File: src/rtl/strm_rd_pkg.sv
package strm_rd_pkg;

  // Bus transfer type encoding
  typedef enum logic [1:0] {
    HT_IDLE   = 2'b00,
    HT_BUSY   = 2'b01,
    HT_NONSEQ = 2'b10,
    HT_SEQ    = 2'b11
  } htrans_e;

  // Transfer size code for a 32-bit word
  localparam logic [2:0] HSZ_WORD = 3'b010;

endpackage

File: src/rtl/strm_addr_gen.sv
// Address-phase sequencer: holds the transfer currently in its address
// phase and steps to the next one whenever the slave accepts.
module strm_addr_gen #(
  parameter int AW   = 32,
  parameter int CW   = 8,
  parameter int STEP = 4
) (
  input  logic          clk,
  input  logic          rst_n,
  input  logic          load,
  input  logic [AW-1:0] load_addr,
  input  logic [CW-1:0] load_beats,
  input  logic          adv,
  output logic          a_valid,
  output logic          a_first,
  output logic          a_last,
  output logic [AW-1:0] a_addr
);

  localparam logic [AW-1:0] STEP_V = AW'(STEP);
  localparam logic [CW-1:0] ONE_C  = CW'(1);

  logic          vld_q,   vld_n;
  logic          first_q, first_n;
  logic [AW-1:0] addr_q,  addr_n;
  logic [CW-1:0] left_q,  left_n;
  logic          upd;

  assign upd = load | (adv & vld_q);

  always_comb begin
    vld_n   = vld_q;
    first_n = first_q;
    addr_n  = addr_q;
    left_n  = left_q;
    if (load) begin
      vld_n   = 1'b1;
      first_n = 1'b1;
      addr_n  = load_addr;
      left_n  = load_beats;
    end else if (adv && vld_q) begin
      first_n = 1'b0;
      if (left_q > ONE_C) begin
        addr_n = addr_q + STEP_V;
        left_n = left_q - ONE_C;
      end else begin
        vld_n  = 1'b0;
        left_n = '0;
      end
    end
  end

  always_ff @(posedge clk or negedge rst_n) begin
    if (!rst_n) begin
      vld_q   <= 1'b0;
      first_q <= 1'b0;
      addr_q  <= '0;
      left_q  <= '0;
    end else if (upd) begin
      vld_q   <= vld_n;
      first_q <= first_n;
      addr_q  <= addr_n;
      left_q  <= left_n;
    end
  end

  assign a_valid = vld_q;
  assign a_first = first_q;
  assign a_addr  = addr_q;
  assign a_last  = vld_q & (left_q == ONE_C);

endmodule

File: src/rtl/strm_data_track.sv
// Data-phase tracker: follows the transfer in its data phase, captures
// read data on acceptance and raises completion with the final word.
module strm_data_track #(
  parameter int DW = 32
) (
  input  logic          clk,
  input  logic          rst_n,
  input  logic          hready,
  input  logic          a_valid,
  input  logic          a_last,
  input  logic [DW-1:0] hrdata,
  output logic          d_valid,
  output logic          beat_acc,
  output logic          rd_valid,
  output logic [DW-1:0] rd_data,
  output logic          run_done
);

  logic          dv_q, dv_n;
  logic          dl_q, dl_n;
  logic          rv_q, rv_n;
  logic          dn_q, dn_n;
  logic [DW-1:0] rdat_q;
  logic          accept;

  assign accept = dv_q & hready;

  always_comb begin
    dv_n = dv_q;
    dl_n = dl_q;
    if (hready) begin
      dv_n = a_valid;
      dl_n = a_last;
    end
    rv_n = accept;
    dn_n = accept & dl_q;
  end

  always_ff @(posedge clk or negedge rst_n) begin
    if (!rst_n) begin
      dv_q <= 1'b0;
      dl_q <= 1'b0;
      rv_q <= 1'b0;
      dn_q <= 1'b0;
    end else begin
      dv_q <= dv_n;
      dl_q <= dl_n;
      rv_q <= rv_n;
      dn_q <= dn_n;
    end
  end

  always_ff @(posedge clk or negedge rst_n) begin
    if (!rst_n) begin
      rdat_q <= '0;
    end else if (accept) begin
      rdat_q <= hrdata;
    end
  end

  assign d_valid  = dv_q;
  assign beat_acc = accept;
  assign rd_valid = rv_q;
  assign rd_data  = rdat_q;
  assign run_done = dn_q;

endmodule

File: src/rtl/strm_perf_cnt.sv
// Run counters: bus cycles occupied and words accepted since the last start.
module strm_perf_cnt #(
  parameter int KW = 16,
  parameter int CW = 8
) (
  input  logic          clk,
  input  logic          rst_n,
  input  logic          clear,
  input  logic          busy,
  input  logic          beat_acc,
  output logic [KW-1:0] cyc_count,
  output logic [CW-1:0] beat_count
);

  logic [KW-1:0] cyc_q,  cyc_n;
  logic [CW-1:0] beat_q, beat_n;
  logic          en;

  assign en = clear | busy;

  always_comb begin
    if (clear) begin
      cyc_n  = '0;
      beat_n = '0;
    end else begin
      cyc_n  = cyc_q + KW'(1);
      beat_n = beat_q + CW'(beat_acc);
    end
  end

  always_ff @(posedge clk or negedge rst_n) begin
    if (!rst_n) begin
      cyc_q  <= '0;
      beat_q <= '0;
    end else if (en) begin
      cyc_q  <= cyc_n;
      beat_q <= beat_n;
    end
  end

  assign cyc_count  = cyc_q;
  assign beat_count = beat_q;

endmodule

File: src/rtl/ahbl_stream_reader.sv
module ahbl_stream_reader
  import strm_rd_pkg::*;
#(
  parameter int AW = 32,
  parameter int DW = 32,
  parameter int CW = 8,
  parameter int KW = 16
) (
  input  logic          clk,
  input  logic          rst_n,
  input  logic          cmd_start,
  input  logic [AW-1:0] cmd_addr,
  input  logic [CW-1:0] cmd_beats,
  output logic [AW-1:0] haddr,
  output logic [1:0]    htrans,
  output logic          hwrite,
  output logic [2:0]    hsize,
  input  logic [DW-1:0] hrdata,
  input  logic          hready,
  output logic          rd_valid,
  output logic [DW-1:0] rd_data,
  output logic          run_done,
  output logic [KW-1:0] cyc_count,
  output logic [CW-1:0] beat_count
);

  localparam int BYTES = DW / 8;

  logic a_valid, a_first, a_last;
  logic d_valid, beat_acc;
  logic busy, go;

  assign busy = a_valid | d_valid;
  assign go   = cmd_start & ~busy & (cmd_beats != '0);

  strm_addr_gen #(.AW(AW), .CW(CW), .STEP(BYTES)) u_agen (
    .clk        (clk),
    .rst_n      (rst_n),
    .load       (go),
    .load_addr  (cmd_addr),
    .load_beats (cmd_beats),
    .adv        (hready),
    .a_valid    (a_valid),
    .a_first    (a_first),
    .a_last     (a_last),
    .a_addr     (haddr)
  );

  strm_data_track #(.DW(DW)) u_dtrk (
    .clk      (clk),
    .rst_n    (rst_n),
    .hready   (hready),
    .a_valid  (a_valid),
    .a_last   (a_last),
    .hrdata   (hrdata),
    .d_valid  (d_valid),
    .beat_acc (beat_acc),
    .rd_valid (rd_valid),
    .rd_data  (rd_data),
    .run_done (run_done)
  );

  strm_perf_cnt #(.KW(KW), .CW(CW)) u_perf (
    .clk        (clk),
    .rst_n      (rst_n),
    .clear      (go),
    .busy       (busy),
    .beat_acc   (beat_acc),
    .cyc_count  (cyc_count),
    .beat_count (beat_count)
  );

  assign htrans = a_valid ? (a_first ? HT_NONSEQ : HT_SEQ) : HT_IDLE;
  assign hwrite = 1'b0;
  assign hsize  = HSZ_WORD;

endmodule

File: config.mk
export PLATFORM = sky130hd
export DESIGN_NAME = ahbl_stream_reader
export DESIGN_NICKNAME = d
export VERILOG_FILES = /design/src/rtl/strm_rd_pkg.sv /design/src/rtl/strm_addr_gen.sv /design/src/rtl/strm_data_track.sv /design/src/rtl/strm_perf_cnt.sv /design/src/rtl/ahbl_stream_reader.sv
export SDC_FILE = /design/constraint.sdc
export NUM_CORES = 1
export LEC_CHECK = 0
export BUFFER_PORTS_ARGS = -buffer_cell sky130_fd_sc_hd__buf_2
export CORE_MARGIN = 5
export CORE_UTILIZATION = 40
export CTS_CLUSTER_SIZE = 10
export DETAILED_ROUTE_END_ITERATION = 7
export GPL_TIMING_DRIVEN = 1
export PLACE_DENSITY_LB_ADDON = 0.3
export SLEW_MARGIN = 20
export SYNTH_ARGS = -nofsm -noshare
export SYNTH_HDL_FRONTEND = slang
export SYNTH_HIERARCHICAL = 1
export SYNTH_SLANG_ARGS = --single-unit
File: constraint.sdc
create_clock -name clk -period 2.4 [get_ports clk]
set_clock_uncertainty 0.1 [all_clocks]
set_input_delay 0 -clock clk [delete_from_list [all_inputs] [get_ports clk]]
set_output_delay 0 -clock clk [all_outputs]
set_load 0.02 [all_outputs]
Yosys cells after proc, flatten, opt, wreduce, memory -nomap -nowiden

Cells that the tools add are included.
W data, S select, Z words.

Word-level logic and storage cells: 50
Input port bits: 76
Register bits after elaboration: 102

Reductions and logical operators: 7
Muxes and demuxes: 15
Magnitude comparators: 1
Bitwise operators: 10
Equal/unequal tests: 2
Add/sub/neg operators: 4

Operators by type and width:

| operator                | number |
|---|---|
| $mux W32                | 3 |
| $add A32 B3 Y32 const B | 1 |
| $mux W8                 | 4 |
| $add A16 B1 Y16 const B | 1 |
| $mux W16                | 1 |
| $add A8 B1 Y8           | 1 |
| $eq A8 B1 Y1 const B    | 1 |
| $gt A8 B1 Y1 const B    | 1 |
| $reduce_bool A8 Y1      | 1 |
| $sub A8 B1 Y8 const B   | 1 |
| $and A1 B1 Y1           | 6 |
| $mux W1                 | 6 |
| $reduce_and A3 Y1       | 2 |
| $reduce_bool A2 Y1      | 2 |
| $or A1 B1 Y1            | 3 |
| $mux W2                 | 1 |
| $ne A2 B1 Y1 const B    | 1 |
| $reduce_and A2 Y1       | 1 |
| $logic_and A1 B1 Y1     | 1 |
| $not A1 Y1              | 1 |

Logic depth before layout (Yosys ltp)

Depth in word-level cells: 6
Gate-level depth with buffers: 9
Gate-level depth less buffers: 8

Cells and area by module

Netlist, hierarchy kept.

By module, submodules not included:

| module             | times used | area an instance (sq um) | seq. area each (sq um) | cells each |
|---|---|---|---|---|
| strm_addr_gen      | 1          | 2422.3                   | 1051.0                 | 274 |
| strm_data_track    | 1          | 1442.6                   | 900.9                  | 76 |
| strm_perf_cnt      | 1          | 1197.4                   | 600.6                  | 117 |
| ahbl_stream_reader | 1          | 101.3                    | 0.0                    | 13 |

Least setup slack after synthesis

No wires, ideal clock.

Kind: reg-to-reg
Start point: reg u_agen.left_q[0]
End point: reg u_agen.addr_q[31] (netlist: u_agen/a_addr[31])
Arrival time: 1993 ps
Setup slack: 225 ps
Library setup time: 82 ps
Stages on the path, launching flop included: 8
Required time: 2218 ps
Cells stage by stage: dfrtp_1 -> inv_1 -> ha_1 -> nor2_2 -> o31ai_4 -> or3_4 -> or4_1 -> a31oi_1

Cells in the longest elaborated chain, start to end: 3

RTL lines:

| element                             | line                | text |
|---|---|---|
| from (decl)                         | strm_addr_gen.sv:26 | `logic [CW-1:0] left_q, left_n;` |
| from (signal assigned)              | strm_addr_gen.sv:63 | `left_q <= left_n;` |
| $gt A8 B1 Y1                        | strm_addr_gen.sv:43 | `if (left_q > ONE_C) begin` |
| $reduce_bool A2 Y1 (no source line) | -                   |  |
| $reduce_and A3 Y1 (no source line)  | -                   |  |
| to (signal assigned)                | strm_addr_gen.sv:62 | `addr_q <= addr_n;` |
| to (decl)                           | strm_addr_gen.sv:25 | `logic [AW-1:0] addr_q, addr_n;` |

Every way passes these cells.
A chain may end at the register's enable or synchronous reset.

Worst setup path in the final report

Start point: reg u_agen.left_q[1]
End point: reg u_agen.addr_q[31] (netlist: u_agen/a_addr[31])

Same word-level chain as after synthesis.

==> impl_metrics.json <==
{
  "power.density_nw_per_um2": 1120,
  "first_iter_violations": 209,
  "synthTopCellsByArea": "dfrtp_1 (49%), mux2_4 (8.4%), nand2_1 (3.9%)",
  "endpoint_kind": "flop",
  "rsz0062_at_grt": "no",
  "cts_tree": "built",
  "yosysWarnings": 6,
  "syn_avg_cell_area_um2": 10.8,
  "power.switching_uw": 3320,
  "grt_first_pass_wirelength_um": 22200,
  "die_h_um": 124,
  "leakage_uw": 0.00337,
  "dpl.hpwl_um": 9800,
  "vias_per_cell": 5.03,
  "portBuffers": 167,
  "avgRoutedWirePerCell_um": 15.6,
  "cp_cell_sequence": "inv_1 -> ha_1 -> nor2_2 -> o31ai_4 -> or3_4 -> or4_1 -> a31oi_1",
  "synth_top_area_share_pct": 49.4,
  "num_io_pins": 172,
  "status": "finished, final reports clean",
  "nets": 803,
  "cp_num_buf_inv": 1,
  "core_area_um2": 12600,
  "clockBufferDepth": 2,
  "clk_latency_ps": 340,
  "startpoint": "u_agen/left_q[1]$_DFFE_PN0P_",
  "internal-power_uw": 4810,
  "path_delay_family": "simple AND/OR/NAND/NOR gates",
  "seqPwrFrac_pct": 38.3,
  "fp.dieW_um": 124,
  "die_area_um2": 15300,
  "swShare_pct": 40.8,
  "final-seq-area_um2": 2550,
  "worst_pin_slew_ps": 695,
  "timing.rr.start": "u_agen/left_q[1]$_DFFE_PN0P_",
  "clk_pin_slew_ps": 70,
  "multi_input_area_um2": 2430,
  "arrival_ps": 2470,
  "mappedNetlistArea_um2": 5160,
  "grt_pass1_vias": 4581,
  "irDropWorstVdd_mv": 0.608,
  "fin_setup_tns_ps": 0,
  "dpl_worst_slack_ps": 45.6,
  "routed_wl_um": 14000,
  "worstHoldPathType": "primary input to flop",
  "n_fill_cell": 1099,
  "syn2layout_area_growth_pct": 40.4,
  "final_common_cell": "buf_2",
  "setup_slack_ps": 91.0,
  "num_rows": 41,
  "synthCells": 480,
  "synth_cell_type_count": 54,
  "clock_sinks": 102,
  "start_kind": "flop",
  "grt_antenna_before_repair": 0,
  "grt_max_degree": 52,
  "clkPwrFrac_pct": 18.9,
  "finalSetupViolCount": 0,
  "vias": 4515,
  "mostFrequentLayoutCells": "buf_2 (166), dfrtp_1 (101), dlygate4sd3_1 (74)",
  "drc": 0,
  "cts_made_buffers": 9,
  "fmax_mhz": 433,
  "cpMaxStageDelayCell": "or4_1",
  "grtUsageTotal_pct": 18.3,
  "htreeDepth": 3,
  "drv_cap": 0,
  "synth-seq-area-share_pct": 49.4,
  "postRouteAntennaNets": 0,
  "synth_ff_type": "dfrtp_1",
  "cp_max_fo": 11,
  "place.gp.congestion": 0.892,
  "gr-total-overflow": 0,
  "fin_crit_ps": 2310,
  "worst_slew_margin_rel_pct": 53.6,
  "diodes": 0,
  "required_ps": 2560,
  "async_reset_ff_share_pct": 100,
  "start_util_pct": 40.9,
  "min_from": "cmd_start",
  "yosysTopAreaCell": "dfrtp_1",
  "combPwrFrac_pct": 42.8,
  "synth_edf_count": 0,
  "drv_slew": 0,
  "drive_gt1_share_pct": 34.4,
  "critPathKind": "flop to flop",
  "hold_violations": 0,
  "first_pass_iters": 5,
  "fin_crit_sh_pct": 96.2,
  "cp_slowest_stage_delay_ps": 460,
  "ctsRootBufferMaster": "clkbuf_16",
  "ys_seq_elements": 102
}
## registers in the layout (all words and copies together) (netlist names)
| name | flops |
|---|---|
| u_dtrk/run_done | 1 |
| u_perf/beat_count | 8 |
| u_dtrk/rd_valid | 1 |
| u_agen/a_first | 1 |
| u_perf/cyc_count | 16 |
| u_dtrk/d_valid | 1 |
| u_agen/left_q | 8 |
| u_dtrk/dl_q | 1 |
| u_dtrk/rd_data | 32 |
| u_agen/a_valid | 1 |
| u_agen/a_addr | 32 |
## tightest hold or removal path, cell delays in order
cell and delay [ps]:
buf_2 100, inv_1 90, a211oi_4 70, buf_4 160, nor2_1 100
## per-layer routing
layer	up-vias	part of all wire (%)	track usage, %
met5	-	0	0
met4	0	1.4	5.95
met3	18	6.3	3.81
met2	162	50	31.6
met1	2166	42	22.7
li1	2169	-	-
## power by group through the flow
stage	Combinational, uW	Sequential (uW)	Clock (uW)
global placement	3330	3090	0
floorplan	1620	3720	0
finish	3480	3120	1530
global route	3790	3230	1660
CTS	3510	3100	1600
detailed placement	3400	3120	0
## repair_timing
item | CTS | global route
setup buffers | 0 | 0
setup endpoints to repair | 0 | 1
hold buffers | 74 | 0
resized for setup | 0 | 1
hold endpoints to repair | 126 | 0
## path summary, 6_finish.rpt
path                                                    to  slack (ps)  cells after the start
min in group asynchronous    u_agen/a_addr[28]$_DFFE_PN0P_         150                      2
min                        u_perf/cyc_count[8]$_DFFE_PN0P_         130                      5
min reg2reg                     u_agen/a_first$_DFFE_PN0P_         390                      2
max                          u_agen/a_addr[31]$_DFFE_PN0P_          90                      7
max in group asynchronous   u_dtrk/rd_data[22]$_DFFE_PN0P_        1370                      3
max reg2reg                  u_agen/a_addr[31]$_DFFE_PN0P_          90                      7
## area by class of cell
type | instances | share of cell area [%]
sequential | 102 | 35.2
clock buffer | 10 | 3.16
clock inverter | 6 | 1.19
tap | 172 | 2.97
timing repair buffer | 255 | 23.6
inverter | 8 | 0.414
multi-input combinational | 345 | 33.5
## cells by family after synthesis
group | synth area share [%]
buffers and inverters | 3.83
adders and majority gates | 1.45
and+or+nand+nor | 18.9
DFF | 49.4
muxes | 11.4
other | 0.145
xor gates and xnor gates | 6.78
AOI/OAI and AO/OA | 8.09
## synth_stat cells, drive strengths merged, types with 10 or more instances
library cell and number:
nor4 12, and3 10, nand2 55, nand3 13
a21oi 10, dfrtp 102, nor2 33, xor2 21
clkbuf 11, xnor2 19, buf 16, o21ai 39
mux2 38, nand4 22, nor3 10
## through the flow
stage               instance area, um^2  hold slack, ps  std cells  power (uW)  utilization [%]
finish                             7250             130        898        8130             57.5
global route                       7250             143        898        8680             57.5
global placement                   6190           -18.1        808        6420             49.1
floorplan                          5170            -396        482        5340                -
CTS                                7250             114        898        8210             57.5
detailed placement                 6190           -4.47        808        6520             49.1
Note: power is estimated with default switching activity, not from simulation.
